$ cat src/rtl/sad_pkg.sv
package sad_pkg;

  localparam int PIX_W   = 8;
  localparam int LANES   = 4;
  localparam int ROWS    = 4;
  localparam int WORD_W  = PIX_W * LANES;
  localparam int BLK_W   = WORD_W * ROWS;
  localparam int NPIX    = LANES * ROWS;
  localparam int ROW_W   = PIX_W + $clog2(LANES);
  localparam int PAIR_W  = ROW_W + 1;
  localparam int TOT_W   = PAIR_W + 1;
  localparam int PIX_MAX = (1 << PIX_W) - 1;
  localparam int ROW_MAX = LANES * PIX_MAX;
  localparam int TOT_MAX = ROWS * ROW_MAX;

  function automatic logic [PIX_W-1:0] abs_diff(input logic [PIX_W-1:0] a,
                                                input logic [PIX_W-1:0] b);
    return (a >= b) ? (a - b) : (b - a);
  endfunction

  function automatic logic [ROW_W-1:0] lane_total(input logic [WORD_W-1:0] d);
    logic [ROW_W-1:0] acc;
    acc = '0;
    for (int i = 0; i < LANES; i++) acc = acc + ROW_W'(d[i*PIX_W +: PIX_W]);
    return acc;
  endfunction

endpackage

$ cat src/rtl/sad_diff_stage.sv
module sad_diff_stage
  import sad_pkg::*;
#(
  parameter int TAG_W = 8
) (
  input  logic              clk,
  input  logic              rst,
  input  logic              adv,
  input  logic              in_valid,
  input  logic [BLK_W-1:0]  cur_blk,
  input  logic [BLK_W-1:0]  ref_blk,
  input  logic [TAG_W-1:0]  in_tag,
  output logic              out_valid,
  output logic [BLK_W-1:0]  diff_blk,
  output logic [TAG_W-1:0]  out_tag
);

  logic [BLK_W-1:0] diff_w;
  logic             load_w;

  for (genvar p = 0; p < NPIX; p++) begin : g_pix
    assign diff_w[p*PIX_W +: PIX_W] = abs_diff(cur_blk[p*PIX_W +: PIX_W],
                                               ref_blk[p*PIX_W +: PIX_W]);
  end

  assign load_w = adv && in_valid;

  always_ff @(posedge clk) begin
    if (rst) out_valid <= 1'b0;
    else if (adv) out_valid <= in_valid;
  end

  always_ff @(posedge clk) begin
    if (load_w) begin
      diff_blk <= diff_w;
      out_tag  <= in_tag;
    end
  end

  // a block taken at the input is held by the first stage
  p_take_r5: assert property (@(posedge clk) disable iff (rst)
    (adv && in_valid) |=> out_valid);

endmodule

$ cat src/rtl/sad_row_stage.sv
module sad_row_stage
  import sad_pkg::*;
#(
  parameter int TAG_W = 8
) (
  input  logic                  clk,
  input  logic                  rst,
  input  logic                  adv,
  input  logic                  in_valid,
  input  logic [BLK_W-1:0]      diff_blk,
  input  logic [TAG_W-1:0]      in_tag,
  output logic                  out_valid,
  output logic [ROWS*ROW_W-1:0] row_sums,
  output logic [TAG_W-1:0]      out_tag
);

  logic [ROWS*ROW_W-1:0] sums_w;

  for (genvar r = 0; r < ROWS; r++) begin : g_row
    assign sums_w[r*ROW_W +: ROW_W] = lane_total(diff_blk[r*WORD_W +: WORD_W]);

    // a row score stays within four full-scale lanes
    p_row_range_r2: assert property (@(posedge clk) disable iff (rst)
      out_valid |-> (int'(row_sums[r*ROW_W +: ROW_W]) <= ROW_MAX));
  end

  always_ff @(posedge clk) begin
    if (rst) out_valid <= 1'b0;
    else if (adv) out_valid <= in_valid;
  end

  always_ff @(posedge clk) begin
    if (adv && in_valid) begin
      row_sums <= sums_w;
      out_tag  <= in_tag;
    end
  end

  // a valid block moves on whenever the pipe advances
  p_flow_r4: assert property (@(posedge clk) disable iff (rst)
    (adv && in_valid) |=> out_valid);

endmodule

$ cat src/rtl/sad_tree_stage.sv
module sad_tree_stage
  import sad_pkg::*;
#(
  parameter int TAG_W = 8
) (
  input  logic                  clk,
  input  logic                  rst,
  input  logic                  adv,
  input  logic                  in_valid,
  input  logic [ROWS*ROW_W-1:0] row_sums,
  input  logic [TAG_W-1:0]      in_tag,
  output logic                  out_valid,
  output logic [TOT_W-1:0]      total,
  output logic [TAG_W-1:0]      out_tag
);

  logic [PAIR_W-1:0] pair_lo_w;
  logic [PAIR_W-1:0] pair_hi_w;
  logic [TOT_W-1:0]  total_w;

  assign pair_lo_w = PAIR_W'(row_sums[0*ROW_W +: ROW_W]) + PAIR_W'(row_sums[1*ROW_W +: ROW_W]);
  assign pair_hi_w = PAIR_W'(row_sums[2*ROW_W +: ROW_W]) + PAIR_W'(row_sums[3*ROW_W +: ROW_W]);
  assign total_w   = TOT_W'(pair_lo_w) + TOT_W'(pair_hi_w);

  always_ff @(posedge clk) begin
    if (rst) out_valid <= 1'b0;
    else if (adv) out_valid <= in_valid;
  end

  always_ff @(posedge clk) begin
    if (adv && in_valid) begin
      total   <= total_w;
      out_tag <= in_tag;
    end
  end

  // the tree total never exceeds sixteen full-scale lanes
  p_total_range_r3: assert property (@(posedge clk) disable iff (rst)
    out_valid |-> (int'(total) <= TOT_MAX));

  // each pair sum of row scores stays within two rows
  p_pair_range_r3: assert property (@(posedge clk) disable iff (rst)
    in_valid |-> (int'(pair_lo_w) <= 2*ROW_MAX && int'(pair_hi_w) <= 2*ROW_MAX));

endmodule

$ cat src/rtl/sad4x4_engine.sv
module sad4x4_engine
  import sad_pkg::*;
#(
  parameter int TAG_W = 8,
  parameter int CNT_W = 16
) (
  input  logic              clk,
  input  logic              rst,
  input  logic              in_valid,
  output logic              in_ready,
  input  logic [BLK_W-1:0]  in_cur,
  input  logic [BLK_W-1:0]  in_ref,
  input  logic [TAG_W-1:0]  in_tag,
  output logic              out_valid,
  input  logic              out_ready,
  output logic [TOT_W-1:0]  out_sad,
  output logic [TAG_W-1:0]  out_tag,
  output logic [CNT_W-1:0]  out_cnt
);

  logic                  adv_w;
  logic                  deliver_w;
  logic                  s1_valid, s2_valid;
  logic [BLK_W-1:0]      s1_diff;
  logic [TAG_W-1:0]      s1_tag, s2_tag;
  logic [ROWS*ROW_W-1:0] s2_rows;

  assign adv_w     = !out_valid || out_ready;
  assign in_ready  = adv_w;
  assign deliver_w = out_valid && out_ready;

  sad_diff_stage #(.TAG_W(TAG_W)) u_diff (
    .clk(clk), .rst(rst), .adv(adv_w), .in_valid(in_valid),
    .cur_blk(in_cur), .ref_blk(in_ref), .in_tag(in_tag),
    .out_valid(s1_valid), .diff_blk(s1_diff), .out_tag(s1_tag)
  );

  sad_row_stage #(.TAG_W(TAG_W)) u_row (
    .clk(clk), .rst(rst), .adv(adv_w), .in_valid(s1_valid),
    .diff_blk(s1_diff), .in_tag(s1_tag),
    .out_valid(s2_valid), .row_sums(s2_rows), .out_tag(s2_tag)
  );

  sad_tree_stage #(.TAG_W(TAG_W)) u_tree (
    .clk(clk), .rst(rst), .adv(adv_w), .in_valid(s2_valid),
    .row_sums(s2_rows), .in_tag(s2_tag),
    .out_valid(out_valid), .total(out_sad), .out_tag(out_tag)
  );

  always_ff @(posedge clk) begin
    if (rst) out_cnt <= '0;
    else if (deliver_w) out_cnt <= out_cnt + 1'b1;
  end

  // a result not taken stays put
  p_out_hold_r6: assert property (@(posedge clk) disable iff (rst)
    (out_valid && !out_ready) |=> (out_valid && $stable(out_sad) && $stable(out_tag)));

  // one count per delivered result
  p_cnt_step_r9: assert property (@(posedge clk) disable iff (rst)
    deliver_w |=> (out_cnt == $past(out_cnt) + 1'b1));

  // no count without a delivery
  p_cnt_idle_r9: assert property (@(posedge clk) disable iff (rst)
    !deliver_w |=> $stable(out_cnt));

  // an empty output stage never refuses input
  p_ready_empty_r5: assert property (@(posedge clk) disable iff (rst)
    !out_valid |-> in_ready);

endmodule

$ cat config.mk
export PLATFORM = sky130hd
export DESIGN_NAME = sad4x4_engine
export DESIGN_NICKNAME = d
export VERILOG_FILES = /design/src/rtl/sad_pkg.sv /design/src/rtl/sad_diff_stage.sv /design/src/rtl/sad_row_stage.sv /design/src/rtl/sad_tree_stage.sv /design/src/rtl/sad4x4_engine.sv
export SDC_FILE = /design/constraint.sdc
export NUM_CORES = 1
export LEC_CHECK = 0
export BUFFER_PORTS_ARGS = -buffer_cell sky130_fd_sc_hd__buf_2
export CAP_MARGIN = 40
export CORE_ASPECT_RATIO = 1.1
export CORE_UTILIZATION = 61
export CTS_BUF_LIST = sky130_fd_sc_hd__clkbuf_2 sky130_fd_sc_hd__clkbuf_4 sky130_fd_sc_hd__clkbuf_8
export DETAILED_ROUTE_END_ITERATION = 8
export HOLD_SLACK_MARGIN = 0.06
export PLACE_DENSITY_LB_ADDON = 0.1
export RECOVER_POWER = 100
export SLEW_MARGIN = 20
export SYNTH_ARGS = -nofsm -noshare
export SYNTH_HDL_FRONTEND = slang
export SYNTH_SLANG_ARGS = --single-unit
$ cat constraint.sdc
create_clock -name clk -period 6.4 [get_ports clk]
set_clock_uncertainty 0.1 [all_clocks]
set_input_delay 0.64 -clock clk [delete_from_list [all_inputs] [get_ports clk]]
set_output_delay 0.64 -clock clk [all_outputs]
set_load 0.005 [all_outputs]
# --- Word-level counts from Yosys, hierarchy flattened ---
# Index checks and enable logic that the tools add are counted.
word_totals:
  input_bits: 268
  register_bits: 223
  out_inout_bits: 38
  elab_cells: 96
classes:
  n_reduce_logical: 6
  n_addsub: 48
  muxes: 16
  magnitude_cmp: 16
ops:
  columns: ["cell", "n"]
  rows:
  - ["8-bit subtractor", 32]
  - ["8-bit >= comparator", 16]
  - ["8-bit 2-to-1 mux", 16]
  - ["10-bit by 8-bit adder with 10-bit output", 8]
  - ["8-bit by 8-bit adder with 9-bit output", 4]
  - ["10-bit by 10-bit adder with 11-bit output", 2]
  - ["16-bit by 1-bit adder with 16-bit output (second input constant)", 1]
  - ["11-bit by 11-bit adder with 12-bit output", 1]
  - ["1-bit logical AND", 4]
  - ["1-bit zero test", 1]
  - ["1-bit logical OR", 1]

# --- Logic depth before layout (Yosys ltp) ---
logic_depth:
  depth_word: 3
  depth_mapped: 15
  mapped_depth_nobuf: 15

# --- Modules after synthesis ---
# A second synthesis with hierarchy kept.
unflattened:
  cells_unflattened: 2109
  hier_area_um2: 21094.0
modules_own_cells:
  columns: ["module", "area_per_inst_um2", "seq_area_each_um2", "n_inst", "cells_each"]
  rows:
  - ["sad_diff_stage", 14247.4, 4103.9, 1, 1469]
  - ["sad_row_stage", 4416.7, 1461.4, 1, 402]
  - ["sad_tree_stage", 1644.1, 620.6, 1, 151]
  - ["sad4x4_engine", 785.8, 320.3, 1, 87]

# --- Worst setup path after synthesis ---
# No wires, ideal clock.
synth_timing:
  kind: "input to register"
  startpoint: "input out_ready"
  endpoint: "register u_diff.diff_blk[0], enable pin"
  path_slack_ps: 1669
  required_ps: 5789
  t_arrival_ps: 4119
  path_stages: 3
  path_buffers: 1
  setup_ps: 511
  path_cell_list: "nand2b_1 > clkbuf_1 > and2_1"
synth_between:
  elab_chain_cells: 2
synth_rtl:
  columns: ["element", "line", "source"]
  rows:
  - ["start: declaration", "sad4x4_engine.sv:15", "input logic out_ready,"]
  - ["1-bit logical OR", "sad4x4_engine.sv:28", "assign adv_w = !out_valid || out_ready;"]
  - ["net in_ready", "sad4x4_engine.sv:10", "output logic in_ready,"]
  - ["1-bit logical AND", "sad_diff_stage.sv:26", "assign load_w = adv && in_valid;"]
  - ["net u_diff.load_w", "sad_diff_stage.sv:19", "logic load_w;"]
  - ["end signal: assignment", "sad_diff_stage.sv:35", "diff_blk <= diff_w;"]
  - ["end: declaration", "sad_diff_stage.sv:14", "output logic [BLK_W-1:0] diff_blk,"]
# The timed path passes the listed nets, and every way through them passes these cells.
# A chain may end at the register's enable or synchronous reset.

# --- Worst setup path in the final report ---
layout_timing:
  startpoint: "register u_diff.diff_blk[32]"
  endpoint: "register u_row.row_sums[19] (data pin)"
layout_between:
  elab_chain_cells: 3
layout_rtl:
  columns: ["element", "line", "source"]
  rows:
  - ["8-bit by 8-bit adder with 9-bit output", "sad_pkg.sv:24", "for (int i = 0; i < LANES; i++) acc = acc + ROW_W'(d[i*PIX_W +: PIX_W]);"]
  - ["10-bit by 8-bit adder with 10-bit output (2 in series)", "sad_pkg.sv:24", null]
  - ["net u_row.sums_w[19]", "sad_row_stage.sv:17", "logic [ROWS*ROW_W-1:0] sums_w;"]
  - ["end signal: assignment", "sad_row_stage.sv:34", "row_sums <= sums_w;"]
  - ["end: declaration", "sad_row_stage.sv:13", "output logic [ROWS*ROW_W-1:0] row_sums,"]
# The timed path passes the listed nets, and every way through them passes these cells.

==> impl_metrics.yaml <==
timing:
  fin_crit_ns: 3.61
  maxSlewHeadroom_pct: -4.81
  setup_tns_ns: 0
  finalMaxSlewViolations: 38
  setup_viol: 0
  finalWorstSetupSlack_ns: 2.79
  rsz0062_at_grt: "false"
  hold_violations: 0
  tightest_slew_ns: 1.57
  finalCritPeriodShare_pct: 56.4
  fmax_ghz: 0.277
drt:
  antenna_left: 0
  vias: 16200
  routed_wl_um: 42900
  detail_route.wl_per_cell_um: 14.4
  drc_errors: 0
  vias_per_cell: 5.43
  firstDrtPassIters: 5
  drt_iter0_drc: 673
place:
  place_congestion: 0.887
  place_ws_ns: 2.85
  dp_hpwl_um: 35300
  io_buffers: 305
clock_tree:
  htreeDepth: 2
  tritoncts: "done"
  clockBufferDepth: 3
  cts.sinks: 223
  cts_resized: 0
  clkTransAtPathRegs_ns: 0.06
  root_buffer: "clkbuf_8"
  hold_buffers: 0
  clock_latency_ns: 0.53
  numCtsBuffers: 38
  post_cts_buffers: 0
logic_synthesis:
  syn-cell-area_um2: 21700
  synth_area_leaders: "edfxtp_1 (28%), ha_1 (18%), fa_1 (8.5%), inv_1 (7.8%), mux2i_1 (5.2%)"
  syn_area_per_cell_um2: 9.85
  synth_nets: 2881
  synth_edf_count: 204
  yosysMostFrequentCell: "inv_1"
  synth_async_sr_flop_share_pct: 0
  ys_ff_latch: 223
  syn_inst: 2205
  yosysSeqAreaShare_pct: 30.0
  yosys.area.top_type: "edfxtp_1"
  synth_top_area_share_pct: 28.2
  synth_flop_cell: "edfxtp_1"
  ys_warn_count: 0
  synth_common_cells: "inv_1 (450), ha_1 (316), edfxtp_1 (204)"
  yosys.cell_types.count: 53
floorplan:
  num_io_pins: 306
  initial_core_util_pct: 61.8
  dieHeight_um: 200
  rows: 72
  core_area_um2: 35100
  die_x_um: 182
  die-area_um2: 36300
worst_setup_path:
  cp-start-kind: "register"
  end_kind: "register"
  path_cells: "ha_1 > inv_1 > fa_1 > nor2b_1 > o21ai_0 > a21oi_1 > o31ai_1 > a21bo_1 > fa_1 > inv_1 > ha_1 > o21a_1 > a21o_1 > a21o_1"
  cpPeakStageDelay_ns: 0.47
  critPathArrivalTime_ns: 3.79
  critical_path_buf_inv_count: 2
  r2r-start: "u_diff.diff_blk[32]$_DFFE_PP_"
  cp-startpoint: "u_diff.diff_blk[32]$_DFFE_PP_"
  critPathTopFamily: "compound AO/OA/AOI/OAI gates"
  crit_type: "reg2reg"
  crit_required_ns: 6.58
  rrSetupSlack_ns: 2.79
  path_max_fanout: 3
  slowest_stage: "fa_1"
pwr:
  total_power_mw: 8.90
  power_density_nw_per_um2: 370
  ir_worst_vdd_mv: 0.409
  leakagePower_nw: 12.4
run:
  maxCapViolCount: 1
global_route:
  grt_max_degree: 62
  first_global_vias: 15900
  grt_use_total_pct: 23.4
  grt_overflow: 0
  antenna_found_initial: 0
  grt_first_pass_wirelength_um: 70800
finish:
  layout-area-overhead-vs-synth_pct: 10.8
  layout-drive-gt1-share_pct: 13.2
  nFillCells: 2842
  final_nets: 3180
outcome:
  violations: "capacitance limit, slew limit"
  status: "finished with violations"
min_path:
  worstHoldStart: "in_tag[3]"
  hold_path.class: "in2reg"
-- layer usage --
metal | routed length [µm] | track usage, % | up-vias | share of wire [%]
li1 | - | - | 8177 | -
met1 | 19400 | 29.5 | 7579 | 45
met2 | 21300 | 42.8 | 345 | 49
met3 | 1600 | 2.87 | 55 | 3.7
met4 | 683 | 5.38 | 0 | 1.6
met5 | 0 | 0 | - | 0
-- worst register-to-register path, delay by kind of cell, from the launching register on --
family / cells / cell delay, ns
compound gates: 7 / 1.51
fa+ha+maj: 4 / 1.23
buf+inv: 2 / 0.11
flops: 1 / 0.36
simple gates: 1 / 0.05
-- report_power, final --
| group | leakage [nW] | internal, mW | switching (mW) |
|---|---|---|---|
| clock network | 0.403 | 0.711 | 0.563 |
| registers | 2.11 | 2.24 | 0.0967 |
| logic | 9.93 | 2.34 | 2.94 |
| total | 12.4 | 5.30 | 3.60 |
-- final cells by class --
class / count / area [µm²] / area share [%]
timing repair buffer: 309 / 1510 / 6.26
inverter: 450 / 1690 / 7.02
clock inverter: 15 / 103 / 0.427
multi-input combinational: 1482 / 13000 / 54.2
sequential: 223 / 6510 / 27.0
antenna: 1 / 2.50 / 0.0104
tap: 444 / 556 / 2.31
clock buffer: 53 / 661 / 2.75
-- through the flow --
stage	area, µm²	hold WS, ns	cells	utilization [%]
after detailed placement	23600	0.305	2907	67.2
final	24100	0.184	2977	68.5
after CTS	24400	0.145	2975	69.4
after global placement	23600	0.301	2905	67.1
after floorplan	21700	0.300	2205	-
after global routing	24100	0.144	2976	68.5
-- registers in the layout, summed over array words and instances, names as in the netlist --
signal,cells
u_diff.diff_blk,128
u_row.row_sums,40
out_cnt,16
u_tree.total,12
u_diff.out_tag,8
u_row.out_tag,8
u_tree.out_tag,8
u_diff.out_valid,1
u_row.out_valid,1
u_tree.out_valid,1
-- cell usage in the layout, fill, tap and decap left out, drive strengths merged, types with 19 or more instances in the layout --
cell and count:
a211oi 32, mux2i 113, xor2 80, fa 92, a31oi 70, buf 259, nand2 64, nand3b 20
inv 451, ha 316, a21oi 128, edfxtp 204, xnor2 74, a21o 93, nand4 28, nor2 96
clkbuf 103, o21a 32, o21ai 82, dfxtp 19
-- final timing paths --
check | endpoint | cells after the start
worst min-delay path | u_diff.out_tag[3]$_DFFE_PP_ | 1
worst max-delay path | u_row.row_sums[19]$_DFFE_PP_ | 14
worst min register to register | u_row.out_tag[0]$_DFFE_PP_ | 0
worst max register to register | u_row.row_sums[19]$_DFFE_PP_ | 14
-- cell families (layout without fill, tap and decap cells) --
family / Yosys count / after routing / synth area share [%]
AOI/OAI and AO/OA: 511 / 511 / 16.3
and+or+nand+nor: 295 / 295 / 6.73
adders and majority gates: 408 / 408 / 26.7
xor gates and xnor gates: 154 / 154 / 6.21
buffers and inverters: 500 / 827 / 8.86
muxes: 114 / 114 / 5.26
other: 0 / 1 / 0
DFF: 223 / 223 / 30.0
(Power assumes the default switching activity.)
